--- src/rtl/acc_rshift_pkg.sv ---
package acc_rshift_pkg;
  localparam int DATA_W = 32;
  localparam int CNT_W  = 16;
  localparam int AMT_W  = 4;
  localparam int RPT_W  = 8;
  localparam int OPC_W  = 16;
  localparam logic [OPC_W-1:0] OPC_SFR = 16'hFF51;

  typedef struct packed {
    logic z;
    logic n;
    logic c;
  } flags_t;
endpackage

--- src/rtl/acc_rshift_core.sv ---
// Log-depth right shifter that tracks the last bit shifted out.
module acc_rshift_core #(
  parameter int DATA_W = 32,
  parameter int AMT_W  = 4
) (
  input  logic [DATA_W-1:0] din_i,
  input  logic [AMT_W-1:0]  amt_i,
  input  logic              arith_i,
  output logic [DATA_W-1:0] dout_o,
  output logic              cout_o
);
  logic [AMT_W:0][DATA_W-1:0] stg;
  logic [AMT_W:0]             cy;
  logic                       fill;

  assign fill   = arith_i & din_i[DATA_W-1];
  assign stg[0] = din_i;
  assign cy[0]  = 1'b0;

  for (genvar s = 0; s < AMT_W; s++) begin : g_stage
    localparam int SH = 1 << s;
    assign stg[s+1] = amt_i[s] ? {{SH{fill}}, stg[s][DATA_W-1:SH]} : stg[s];
    // the highest active stage shifts last, so its top-out bit is the carry
    assign cy[s+1]  = amt_i[s] ? stg[s][SH-1] : cy[s];
  end

  assign dout_o = stg[AMT_W];
  assign cout_o = cy[AMT_W];
endmodule

--- src/rtl/acc_flag_eval.sv ---
module acc_flag_eval #(
  parameter int DATA_W = 32
) (
  input  logic [DATA_W-1:0] res_i,
  output logic              z_o,
  output logic              n_o
);
  assign z_o = ~|res_i;
  assign n_o = res_i[DATA_W-1];
endmodule

--- src/rtl/acc_rpt_ctrl.sv ---
// Pass sequencer: one pass on accept, then one per cycle while passes remain.
module acc_rpt_ctrl #(
  parameter int RPT_W = 8
) (
  input  logic             clk_i,
  input  logic             rst_ni,
  input  logic             start_i,
  input  logic [RPT_W-1:0] rpt_i,
  output logic             load_o,
  output logic             step_o,
  output logic             busy_o,
  output logic             done_o
);
  logic             busy_q, done_q;
  logic [RPT_W-1:0] left_q;

  assign load_o = start_i & ~busy_q;
  assign step_o = load_o | busy_q;
  assign busy_o = busy_q;
  assign done_o = done_q;

  always_ff @(posedge clk_i or negedge rst_ni) begin
    if (!rst_ni) begin
      busy_q <= 1'b0;
      done_q <= 1'b0;
      left_q <= '0;
    end else begin
      done_q <= 1'b0;
      if (load_o) begin
        if (rpt_i == '0) begin
          done_q <= 1'b1;
        end else begin
          busy_q <= 1'b1;
          left_q <= rpt_i;
        end
      end else if (busy_q) begin
        left_q <= left_q - 1'b1;
        if (left_q == RPT_W'(1)) begin
          busy_q <= 1'b0;
          done_q <= 1'b1;
        end
      end
    end
  end
endmodule

--- src/rtl/acc_opc_match.sv ---
module acc_opc_match #(
  parameter int               OPC_W = 16,
  parameter logic [OPC_W-1:0] OPC   = 16'hFF51
) (
  input  logic [OPC_W-1:0] opcode_i,
  output logic             match_o
);
  assign match_o = (opcode_i == OPC);
endmodule

--- src/rtl/acc_rshift_unit.sv ---
module acc_rshift_unit
  import acc_rshift_pkg::*;
(
  input  logic              clk_i,
  input  logic              rst_ni,
  input  logic              start_i,
  input  logic [DATA_W-1:0] acc_i,
  input  logic [CNT_W-1:0]  cnt_i,
  input  logic              sxm_i,
  input  logic [RPT_W-1:0]  rpt_i,
  input  logic [OPC_W-1:0]  opcode_i,
  output logic [DATA_W-1:0] acc_o,
  output logic              z_o,
  output logic              n_o,
  output logic              c_o,
  output logic              done_o,
  output logic              match_o
);
  logic              load, step, busy;
  logic [DATA_W-1:0] acc_q, src, res;
  logic [AMT_W-1:0]  amt_q, amt;
  logic              sxm_q, arith, cout, z_nxt, n_nxt;
  flags_t            flg_q;

  acc_rpt_ctrl #(.RPT_W(RPT_W)) u_ctrl (
    .clk_i, .rst_ni, .start_i, .rpt_i,
    .load_o(load), .step_o(step), .busy_o(busy), .done_o
  );

  // operands come straight from the ports on the accepting cycle, from holds afterwards
  assign src   = load ? acc_i : acc_q;
  assign amt   = load ? cnt_i[AMT_W-1:0] : amt_q;
  assign arith = load ? sxm_i : sxm_q;

  acc_rshift_core #(.DATA_W(DATA_W), .AMT_W(AMT_W)) u_core (
    .din_i(src), .amt_i(amt), .arith_i(arith), .dout_o(res), .cout_o(cout)
  );

  acc_flag_eval #(.DATA_W(DATA_W)) u_flags (
    .res_i(res), .z_o(z_nxt), .n_o(n_nxt)
  );

  acc_opc_match #(.OPC_W(OPC_W), .OPC(OPC_SFR)) u_match (
    .opcode_i, .match_o
  );

  always_ff @(posedge clk_i or negedge rst_ni) begin
    if (!rst_ni) begin
      acc_q <= '0;
      flg_q <= '0;
      amt_q <= '0;
      sxm_q <= 1'b0;
    end else begin
      if (load) begin
        amt_q <= cnt_i[AMT_W-1:0];
        sxm_q <= sxm_i;
      end
      if (step) begin
        acc_q <= res;
        flg_q <= '{z: z_nxt, n: n_nxt, c: cout};
      end
    end
  end

  assign acc_o = acc_q;
  assign z_o   = flg_q.z;
  assign n_o   = flg_q.n;
  assign c_o   = flg_q.c;
endmodule

--- config.mk ---
export PLATFORM = sky130hd
export DESIGN_NAME = acc_rshift_unit
export DESIGN_NICKNAME = d
export VERILOG_FILES = /design/src/rtl/acc_rshift_pkg.sv /design/src/rtl/acc_rshift_core.sv /design/src/rtl/acc_flag_eval.sv /design/src/rtl/acc_rpt_ctrl.sv /design/src/rtl/acc_opc_match.sv /design/src/rtl/acc_rshift_unit.sv
export SDC_FILE = /design/constraint.sdc
export NUM_CORES = 1
export LEC_CHECK = 0
export BUFFER_PORTS_ARGS = -buffer_cell sky130_fd_sc_hd__buf_2
export CORE_ASPECT_RATIO = 0.9
export CORE_UTILIZATION = 60
export CTS_CLUSTER_SIZE = 40
export DETAILED_ROUTE_END_ITERATION = 7
export PLACE_DENSITY = 0.88
export SLEW_MARGIN = 5
export SYNTH_ARGS = -nofsm -noshare
export SYNTH_HDL_FRONTEND = slang
export SYNTH_SLANG_ARGS = --single-unit
--- constraint.sdc ---
create_clock -name clk_i -period 4.53 [get_ports clk_i]
set_clock_uncertainty 0.15 [all_clocks]
set_input_delay 0.453 -clock clk_i [delete_from_list [all_inputs] [get_ports clk_i]]
set_output_delay 0.453 -clock clk_i [all_outputs]
set_load 0.02 [all_outputs]
==> impl_metrics.sql <==
INSERT INTO impl_metrics (metric_group, metric, value, unit) VALUES
('global_route', 'grt-ovfl-total', '0', ''),
('clock_tree', 'cts_post_setup_buffers_inserted', '0', ''),
('place', 'dpl.hpwl', '13360', 'um'),
('logic_synthesis', 'synth-async-reset-ratio', '100.0', '%'),
('floorplan', 'placeableCoreArea', '7657', 'um^2'),
('layout', 'fin_cells', '743', ''),
('place', 'gp_congestion', '0.9999', ''),
('setup_path', 'reg2reg_from', 'u_ctrl.busy_o', ''),
('logic_synthesis', 'synthesis.nets', '648', ''),
('flow_run', 'max-cap-violations', '0', ''),
('global_route', 'antenna_found_initial', '0', ''),
('setup_path', 'worst-endpoint-arrival', '4.07', 'ns'),
('clock_tree', 'cts.hold.buffers_added', '0', ''),
('timing', 'timing_worst_slew_pin_value', '0.9928', 'ns'),
('pwr', 'total_leakage_power', '0.002402', 'uW'),
('floorplan', 'design.die.area', '8396', 'um^2'),
('setup_path', 'crit_path_start', 'u_ctrl.busy_o', ''),
('logic_synthesis', 'synthesis.instances', '570', ''),
('logic_synthesis', 'ys_dominant_reg_cell', 'dfrtp_1', ''),
('layout', 'layout-drive-gt1-share', '26.74', '%'),
('setup_path', 'endpoint_kind', 'register', ''),
('logic_synthesis', 'synth_enable_flop_cells', '0', ''),
('pwr', 'power_density', '833.7', 'nW/um^2'),
('timing', 'finalHoldViolCount', '0', ''),
('clock_tree', 'postCtsResizedCells', '0', ''),
('place', 'numPortBuffers', '100', ''),
('logic_synthesis', 'post_synthesis_register_bit_count', '49', ''),
('drt', 'drtPass1Iterations', '6', ''),
('floorplan', 'die_h', '87.03', 'um'),
('layout', 'multiInputGateArea', '3247', 'um^2'),
('setup_path', 'setup.worst_path.end', 'z_o', ''),
('timing', 'final-max-slew-violation-count', '0', ''),
('logic_synthesis', 'synth_top_cells_by_area', 'dfrtp_1, mux2i_1, nand2_1', ''),
('layout', 'area_growth', '11.19', '%'),
('clock_tree', 'htree_num_levels', '2', ''),
('drt', 'vias', '5370', ''),
('setup_path', 'rr_endpoint', 'z_o', ''),
('global_route', 'grt_first_pass_wirelength', '25830', 'um'),
('logic_synthesis', 'avgSynthCellArea', '8.455', 'um^2'),
('timing', 'finalSetupViolCount', '0', ''),
('drt', 'avgViaCountPerCell', '7.227', ''),
('hold_path', 'hold_path_class', 'primary input to asynchronous set/reset pin', ''),
('logic_synthesis', 'yosys.area.top_type', 'dfrtp_1', ''),
('timing', 'setup_total_negative_slack', '0', 'ns'),
('logic_synthesis', 'yosys.area.top_type_share', '25.44', '%'),
('logic_synthesis', 'synth.cell_area', '4820', 'um^2'),
('setup_path', 'worst_setup_path_start_kind', 'register', ''),
('timing', 'whs', '0.09342', 'ns'),
('setup_path', 'worst-path-max-fanout', '17', ''),
('floorplan', 'ioPinCount', '113', ''),
('setup_path', 'rrSetupSlack', '0.54', 'ns'),
('timing', 'grt_setup_unrepaired', 'no', ''),
('clock_tree', 'clkSlewWorstSetupHoldPaths', '0.12', 'ns'),
('clock_tree', 'cts_root_buffer', 'clkbuf_8', ''),
('pwr', 'worst_vdd_ir', '0.5061', 'mV'),
('timing', 'fmax', '0.2507', 'GHz'),
('logic_synthesis', 'synth-seq-area-share', '25.44', '%'),
('place', 'placed_cells', '735', ''),
('outcome', 'run_status', 'completed', ''),
('clock_tree', 'cts_made_buffers', '5', ''),
('layout', 'layout.nets', '724', ''),
('floorplan', 'die_w', '96.48', 'um'),
('drt', 'total_drc_errors_in_the_routed_layout', '0', ''),
('setup_path', 'worst_ep_required_time', '4.61', 'ns'),
('logic_synthesis', 'netlist-cell-type-count', '71', ''),
('layout', 'antenna_cells', '0', ''),
('timing', 'portion_of_the_clock_cycle_consumed_by_the_worst_path_in_the_final_layout', '88.05', '%'),
('setup_path', 'critical_path_class', 'register to register', ''),
('clock_tree', 'cts_max_path_buffers', '2', ''),
('setup_path', 'worst-r2r-cell-count', '10', ''),
('floorplan', 'core.rowCount', '30', '');
## worst min path at each step
stage                start               end  slack, ns  cells after the start
CTS                 rst_ni         acc_o[13]       0.11                      2
floorplan           rst_ni          acc_o[0]      0.007                      0
global route        rst_ni  u_ctrl.left_q[4]       0.14                      2
detailed placement   sxm_q             sxm_q       0.33                      2
global placement     sxm_q             sxm_q       0.31                      2
finish              rst_ni         acc_o[13]       0.09                      2
## critical path, stage by stage (launching register included)
cell      delay, ns
dfrtp_1        0.69
nand2b_4       0.42
buf_4          0.34
mux2i_4        0.50
inv_4          0.17
nand2_1        0.20
o22ai_1        0.12
o21ai_0        0.45
nand4_1        0.16
or4_1          0.51
o31ai_2        0.20
## layer usage
| metal | vias up | GRT usage (%) | wire [um] |
|---|---|---|---|
| met5 | - | 5.128 | 55 |
| met4 | 4 | 10.43 | 421 |
| met3 | 54 | 13.87 | 2625 |
| met2 | 452 | 57.17 | 6920 |
| met1 | 2541 | 62.64 | 7474 |
| li1 | 2319 | - | - |
## registers in the layout (all words and copies together), names as in the netlist
register and cells:
z_o 1, n_o 1, u_ctrl.left_q 8, c_o 1, sxm_q 1, u_ctrl.busy_o 1, amt_q 4, acc_o 31
u_ctrl.done_o 1
## metrics by stage
stage	setup slack [ns]	cell area, um^2	total power, uW	util (%)
3_3_place_gp	0.8453	5259	3945	68.68
5_1_grt	0.4661	5359	4670	69.98
4_1_cts	0.7079	5359	4298	69.98
6_report	0.5415	5359	4467	69.98
2_1_floorplan	1.780	4820	3019	-
3_5_place_dp	0.7352	5259	3991	68.68
## power by group
group | total (uW) | switching (uW) | internal, uW | leakage, uW
clock | 294 | 167 | 127 | 0.0000518
combinational | 3230 | 2080 | 1150 | 0.00175
sequential | 945 | 288 | 657 | 0.000595
total | 4470 | 2530 | 1940 | 0.00240
## cell families after synthesis
family / share of synthesized area [%]
adders and majority gates: 0.5191
xor gates and xnor gates: 0.1818
muxes: 21.78
and+or+nand+nor: 19.57
buffers and inverters: 7.243
AOI/OAI and AO/OA: 25.26
DFF: 25.44
## final cells by class
class,instances,area share (%)
well taps,96,2.241
clock inverters,2,0.3269
clock buffers,6,1.541
repair buffers,117,11.72
inverters,9,0.7004
multi-input cells,464,60.59
flip-flops and latches,49,22.88
## cell usage in the layout, fill, tap and decap left out, types with 3 or more instances in the layout
cell | netlist | routed
o221ai_1 | 3 | 3
a211oi_1 | 3 | 3
a32oi_1 | 6 | 6
and2_1 | 3 | 3
a22oi_1 | 17 | 17
mux2_2 | 15 | 15
a211o_1 | 3 | 3
o21ai_0 | 36 | 36
nand2_1 | 76 | 76
nand3_1 | 12 | 12
mux4_2 | 5 | 5
buf_2 | 14 | 100
o211ai_1 | 8 | 8
clkbuf_8 | 0 | 6
o32ai_1 | 25 | 25
nor4_1 | 4 | 4
nor2_1 | 54 | 53
inv_1 | 7 | 7
nand4_1 | 6 | 6
a21oi_1 | 28 | 28
a221oi_2 | 3 | 3
or3_1 | 4 | 4
a221oi_1 | 4 | 4
nor3_1 | 13 | 13
mux2_4 | 3 | 3
nand2b_1 | 5 | 5
buf_4 | 6 | 17
dfrtp_1 | 49 | 49
mux2i_1 | 65 | 65
a31oi_1 | 7 | 7
o22ai_1 | 8 | 8
## synthesized netlist by cell type (8+ instances only)
cell type and count:
a21oi_1 28, nor3_1 13, nand2_1 76, dfrtp_1 49, mux2_2 15, buf_2 14, a22oi_1 17, nand3_1 12
o21ai_0 36, buf_6 10, o211ai_1 8, o32ai_1 25, clkbuf_1 15, nor2_1 54, o22ai_1 8, mux2i_1 65
No activity file was read; power rests on OpenSTA's default activity.
